### src/rtl/sflag_pkg.sv
package sflag_pkg;

    localparam int FLAG_W = 16;
    localparam int NCTL   = 3;

    // bit positions of the flag word
    localparam int POS_CY  = 0;
    localparam int POS_PAR = 2;
    localparam int POS_HC  = 4;
    localparam int POS_ZR  = 6;
    localparam int POS_SG  = 7;
    localparam int POS_CTL = 8;   // trap, int enable, direction at 8, 9, 10
    localparam int POS_OV  = 11;

    localparam logic [FLAG_W-1:0] FIXED_ONES = 16'h0002;
    localparam logic [FLAG_W-1:0] LIVE_MASK  = 16'h0FD5;

    typedef enum logic [1:0] {
        OPC_ADD   = 2'd0,
        OPC_SUB   = 2'd1,
        OPC_LOGIC = 2'd2,
        OPC_HOLD  = 2'd3
    } opc_t;

    typedef struct packed {
        logic ov;
        logic sg;
        logic zr;
        logic hc;
        logic par;
        logic cy;
    } cond_t;

    function automatic logic even_ones8(input logic [7:0] v);
        return ~(^v);
    endfunction

    function automatic logic [FLAG_W-1:0] pack_word(input cond_t c,
                                                    input logic [NCTL-1:0] k);
        logic [FLAG_W-1:0] w;
        w = FIXED_ONES;
        w[POS_CY]  = c.cy;
        w[POS_PAR] = c.par;
        w[POS_HC]  = c.hc;
        w[POS_ZR]  = c.zr;
        w[POS_SG]  = c.sg;
        w[POS_OV]  = c.ov;
        w[POS_CTL +: NCTL] = k;
        return w;
    endfunction

    function automatic cond_t unpack_cond(input logic [FLAG_W-1:0] w);
        cond_t c;
        c.cy  = w[POS_CY];
        c.par = w[POS_PAR];
        c.hc  = w[POS_HC];
        c.zr  = w[POS_ZR];
        c.sg  = w[POS_SG];
        c.ov  = w[POS_OV];
        return c;
    endfunction

endpackage

### src/rtl/sflag_cond_calc.sv
module sflag_cond_calc
    import sflag_pkg::*;
#(
    parameter int DW = 16
) (
    input  opc_t          opc,
    input  logic          is_word,
    input  logic [DW-1:0] a,
    input  logic [DW-1:0] b,
    input  logic [DW-1:0] r,
    input  logic          cy_in,
    output logic          active,
    output cond_t         nxt
);
    localparam int HW    = DW / 2;
    localparam int NIB   = 4;

    logic sa, sb, sr;
    logic zero_lo, zero_hi;
    logic ov_add, ov_sub;

    always_comb begin
        sa = is_word ? a[DW-1] : a[HW-1];
        sb = is_word ? b[DW-1] : b[HW-1];
        sr = is_word ? r[DW-1] : r[HW-1];
        zero_lo = (r[HW-1:0] == '0);
        zero_hi = (r[DW-1:HW] == '0);
        ov_add  = (sa == sb) && (sr != sa);
        ov_sub  = (sa != sb) && (sr != sa);
    end

    always_comb begin
        active  = (opc != OPC_HOLD);
        nxt.par = even_ones8(r[7:0]);
        nxt.zr  = zero_lo && (zero_hi || !is_word);
        nxt.sg  = sr;
        unique case (opc)
            OPC_ADD: begin
                nxt.cy = cy_in;
                nxt.hc = a[NIB] ^ b[NIB] ^ r[NIB];
                nxt.ov = ov_add;
            end
            OPC_SUB: begin
                nxt.cy = cy_in;
                nxt.hc = a[NIB] ^ b[NIB] ^ r[NIB];
                nxt.ov = ov_sub;
            end
            default: begin
                nxt.cy = 1'b0;
                nxt.hc = 1'b0;
                nxt.ov = 1'b0;
            end
        endcase
    end

endmodule

### src/rtl/sflag_ctrl_bits.sv
module sflag_ctrl_bits
    import sflag_pkg::*;
#(
    parameter int N = NCTL
) (
    input  logic         clk,
    input  logic         rst,
    input  logic         load_en,
    input  logic [N-1:0] load_val,
    input  logic [N-1:0] set_i,
    input  logic [N-1:0] clr_i,
    output logic [N-1:0] q
);
    for (genvar i = 0; i < N; i++) begin : g_bit
        always_ff @(posedge clk) begin
            if (rst)
                q[i] <= 1'b0;
            else if (load_en)
                q[i] <= load_val[i];
            else if (set_i[i])
                q[i] <= 1'b1;
            else if (clr_i[i])
                q[i] <= 1'b0;
        end

        AST_SET_WINS: assert property (@(posedge clk) disable iff (rst)
            (!load_en && set_i[i]) |=> q[i]) else $error("set strobe lost");
        AST_CLR_ONLY: assert property (@(posedge clk) disable iff (rst)
            (!load_en && !set_i[i] && clr_i[i]) |=> !q[i]) else $error("clear strobe lost");
    end

    AST_CTRL_HOLD: assert property (@(posedge clk) disable iff (rst)
        (!load_en && set_i == '0 && clr_i == '0) |=> $stable(q)) else $error("control bits moved");

endmodule

### src/rtl/status_flag_reg.sv
module status_flag_reg
    import sflag_pkg::*;
#(
    parameter int DW = 16
) (
    input  logic          clk,
    input  logic          rst,
    input  logic          upd_en,
    input  logic [1:0]    op_class,
    input  logic          is_word,
    input  logic [DW-1:0] opnd_a,
    input  logic [DW-1:0] opnd_b,
    input  logic [DW-1:0] result,
    input  logic          carry_out,
    input  logic [2:0]    ctl_set,
    input  logic [2:0]    ctl_clr,
    input  logic          load_en,
    input  logic [15:0]   load_word,
    output logic [15:0]   flags
);
    opc_t              opc;
    cond_t             cond_q;
    cond_t             cond_nxt;
    logic              cond_active;
    logic [NCTL-1:0]   ctrl_q;

    assign opc = opc_t'(op_class);

    sflag_cond_calc #(.DW(DW)) u_calc (
        .opc    (opc),
        .is_word(is_word),
        .a      (opnd_a),
        .b      (opnd_b),
        .r      (result),
        .cy_in  (carry_out),
        .active (cond_active),
        .nxt    (cond_nxt)
    );

    sflag_ctrl_bits #(.N(NCTL)) u_ctrl (
        .clk     (clk),
        .rst     (rst),
        .load_en (load_en),
        .load_val(load_word[POS_CTL +: NCTL]),
        .set_i   (ctl_set),
        .clr_i   (ctl_clr),
        .q       (ctrl_q)
    );

    always_ff @(posedge clk) begin
        if (rst)
            cond_q <= '0;
        else if (load_en)
            cond_q <= unpack_cond(load_word);
        else if (upd_en && cond_active)
            cond_q <= cond_nxt;
    end

    assign flags = pack_word(cond_q, ctrl_q);

    AST_FIXED_BITS: assert property (@(posedge clk) disable iff (rst)
        (flags & ~LIVE_MASK) == FIXED_ONES) else $error("fixed bits wrong");
    AST_LOAD_WINS: assert property (@(posedge clk) disable iff (rst)
        load_en |=> flags == (($past(load_word) & LIVE_MASK) | FIXED_ONES)) else $error("load lost");
    AST_LOGIC_CLEARS: assert property (@(posedge clk) disable iff (rst)
        (!load_en && upd_en && op_class == 2'd2) |=> (!flags[POS_CY] && !flags[POS_OV] && !flags[POS_HC]))
        else $error("logic op left carry/overflow");
    AST_COND_HOLD: assert property (@(posedge clk) disable iff (rst)
        (!load_en && (!upd_en || op_class == 2'd3)) |=> $stable(cond_q)) else $error("condition flags moved");

endmodule

### config.mk
export PLATFORM = sky130hd
export DESIGN_NAME = status_flag_reg
export DESIGN_NICKNAME = d
export VERILOG_FILES = /design/src/rtl/sflag_pkg.sv /design/src/rtl/sflag_cond_calc.sv /design/src/rtl/sflag_ctrl_bits.sv /design/src/rtl/status_flag_reg.sv
export SDC_FILE = /design/constraint.sdc
export NUM_CORES = 1
export LEC_CHECK = 0
export BUFFER_PORTS_ARGS = -buffer_cell sky130_fd_sc_hd__clkbuf_2
export CAP_MARGIN = 20
export CORE_MARGIN = 10
export CORE_UTILIZATION = 32
export DETAILED_ROUTE_END_ITERATION = 8
export PLACE_DENSITY = 0.83
export SLEW_MARGIN = 20
export SYNTH_ARGS = -nofsm -noshare
export SYNTH_HDL_FRONTEND = slang
export SYNTH_SLANG_ARGS = --single-unit
### constraint.sdc
create_clock -name clk -period 5.05 [get_ports clk]
set_clock_uncertainty 0.2 [all_clocks]
set_input_delay 1.01 -clock clk [delete_from_list [all_inputs] [get_ports clk]]
set_output_delay 1.01 -clock clk [all_outputs]
set_load 0.02 [all_outputs]
==> flow_summary.yaml <==
cells_and_area:
  drive_gt1_share_pct: 40.9
  final_nets: 220
  final_cell_mix: "53 x clkbuf_2, 13 x nor2_1, 11 x inv_1"
  layout_commonest_cell: "clkbuf_2"
  fin_util_pct: 48.0
  diodes: 0
  final_area_um2: 941
  syn2layout_area_growth_pct: 43.2
drt:
  wire_per_inst_um: 12.7
  first_pass_iters: 6
  drc_errors: 0
  ant_nets: 0
  first_iter_violations: 53
  wl_mm: 2.08
  vias: 741
  routed_via_density: 4.52
clocking:
  clkSinkCount: 9
  cts_tree: "done"
  clk_pin_slew_ns: 0.06
  numCtsBuffers: 3
  h-tree-depth: 1
  cts-root-buf: "clkbuf_4"
  cts_resized: 0
  cts_buffer_depth: 2
  cts_hold_buf: 0
  insertion_delay_ns: 0.25
  cts_setup_buffers: 0
power:
  power.density_nw_per_um2: 208
  peakVddDrop_v: 0.000182
  p_leak_uw: 0.000533
  total_power_uw: 196
min_path:
  min_path_cells: 2
  hp-start: "flags[0]"
  holdCritPathClass: "reg2reg"
floorplanning:
  die_w_um: 65.3
  row_count: 16
  io_pins: 94
  dieArea_um2: 4260
  core_um2: 1960
  start_util_pct: 33.5
  chipHeight_um: 65.3
worst_setup_path:
  setup.worst_path.start_class: "input pin"
  end_kind: "flop"
  critPathArrivalTime_ns: 2.48
  reg2reg_depth: 4
  crit_required_ns: 4.98
  worst-path-max-fanout: 5
  r2r_start: "u_ctrl.q[2]"
  worstSetupPathType: "in2reg"
  crit_start: "is_word"
grt:
  grt_pass1_wl_mm: 3.30
  grt_overflow: 0
  grtUsageTotal_pct: 9.56
  grt_max_degree: 15
  antenna_found_initial: 0
  grt_pass1_vias: 780
synth:
  yosysWarningCount: 0
  synthCells: 84
  avgSynthCellArea_um2: 7.82
  syn_area_um2: 657
  yosysUniqueCellTypes: 22
  ys_seq_elements: 9
  ys_seq_area_share_pct: 27.4
timing:
  finalCritPeriodShare_pct: 50.5
  fin_ws_ns: 2.50
  finalSetupTns_ns: 0
  hold_viol_final: 0
  rsz0062_at_grt: "no"
  max_freq_ghz: 0.392
  setup_viol: 0
  final_max_slew_viol_count: 0
  min_period_ns: 2.55
placement:
  dpl_worst_slack_ns: 2.24
  port_buffers: 53
  place_congestion: 0.762
  placed_cell_area_um2: 915
  hpwl_mm: 1.91
status:
  outcome: "completed"
flow_run:
  cap_violations: 0
cell usage after synthesis (all sizes together):
cell type / count / area (um2)
buf: 8 / 56.3
mux2i: 1 / 10.0
nor2: 13 / 48.8
nor2b: 4 / 25.0
nand2: 2 / 7.51
xnor2: 4 / 35.0
a21oi: 9 / 45.0
nand3: 1 / 5.00
and4: 1 / 8.76
conb: 2 / 7.51
clkbuf: 1 / 3.75
dfxtp: 9 / 180
inv: 11 / 41.3
or4: 2 / 15.0
mux4: 1 / 26.3
a22oi: 1 / 7.51
xor2: 2 / 17.5
o21ai: 2 / 10.0
ha: 4 / 50.1
nand2b: 1 / 6.26
a222oi: 5 / 50.1
state kept, by name, summed over array words and instances (netlist names):
name	flops
flags	6
u_ctrl.q	3
cell families (layout without fill, tap and decap cells):
kind of cell	after synthesis	count (layout)	synth area share [%]
compound gates	17	17	17.1
xor+xnor	6	6	8.00
simple gates	24	24	17.7
fa+ha+maj	4	4	7.62
buf+inv	20	68	15.4
mux	2	2	5.52
other cells	2	7	1.14
flops	9	9	27.4
power breakdown:
part / internal (uW) / total [uW] / switching [uW]
logic: 31.6 / 66.1 / 34.5
clock network: 30.2 / 51.3 / 21.1
registers: 75.9 / 78.4 / 2.50
through the flow:
step / instances / hold WS (ns)
2_1_floorplan: 89 / 0.416
3_3_place_gp: 160 / 0.280
3_5_place_dp: 160 / 0.296
4_1_cts: 164 / 0.309
5_1_grt: 164 / 0.343
6_report: 164 / 0.311
cell type report:
type                       instances  area (um2)
fill                             213        1020
multi-input combinational         60         394
timing repair buffer              53         265
sequential                         9         180
inverter                          11        41.3
tap                               27        33.8
clock buffer                       4        26.3
critical path: stages:
cell and delay (ns):
clkbuf_2 0.13, mux2i_1 0.23, xnor2_1 0.16, mux4_1 0.57
a222oi_1 0.31, nor2_1 0.06
per-layer routing:
| metal | wire length [um] | track usage [%] | up-vias |
|---|---|---|---|
| met3 | 330 | 8.31 | 0 |
| met2 | 1040 | 17.0 | 38 |
| li1 | - | - | 380 |
| met4 | 0 | 0.802 | 0 |
| met5 | 0 | 0 | - |
| met1 | 706 | 8.33 | 323 |
path summary, 6_finish.rpt:
path	to	slack [ns]
worst max-delay path	flags[11]	2.50
worst min-delay path	flags[0]	0.31
worst max register to register	u_ctrl.q[2]	4.09
worst min register to register	flags[0]	0.31
Power figures use the tool's default switching activity.
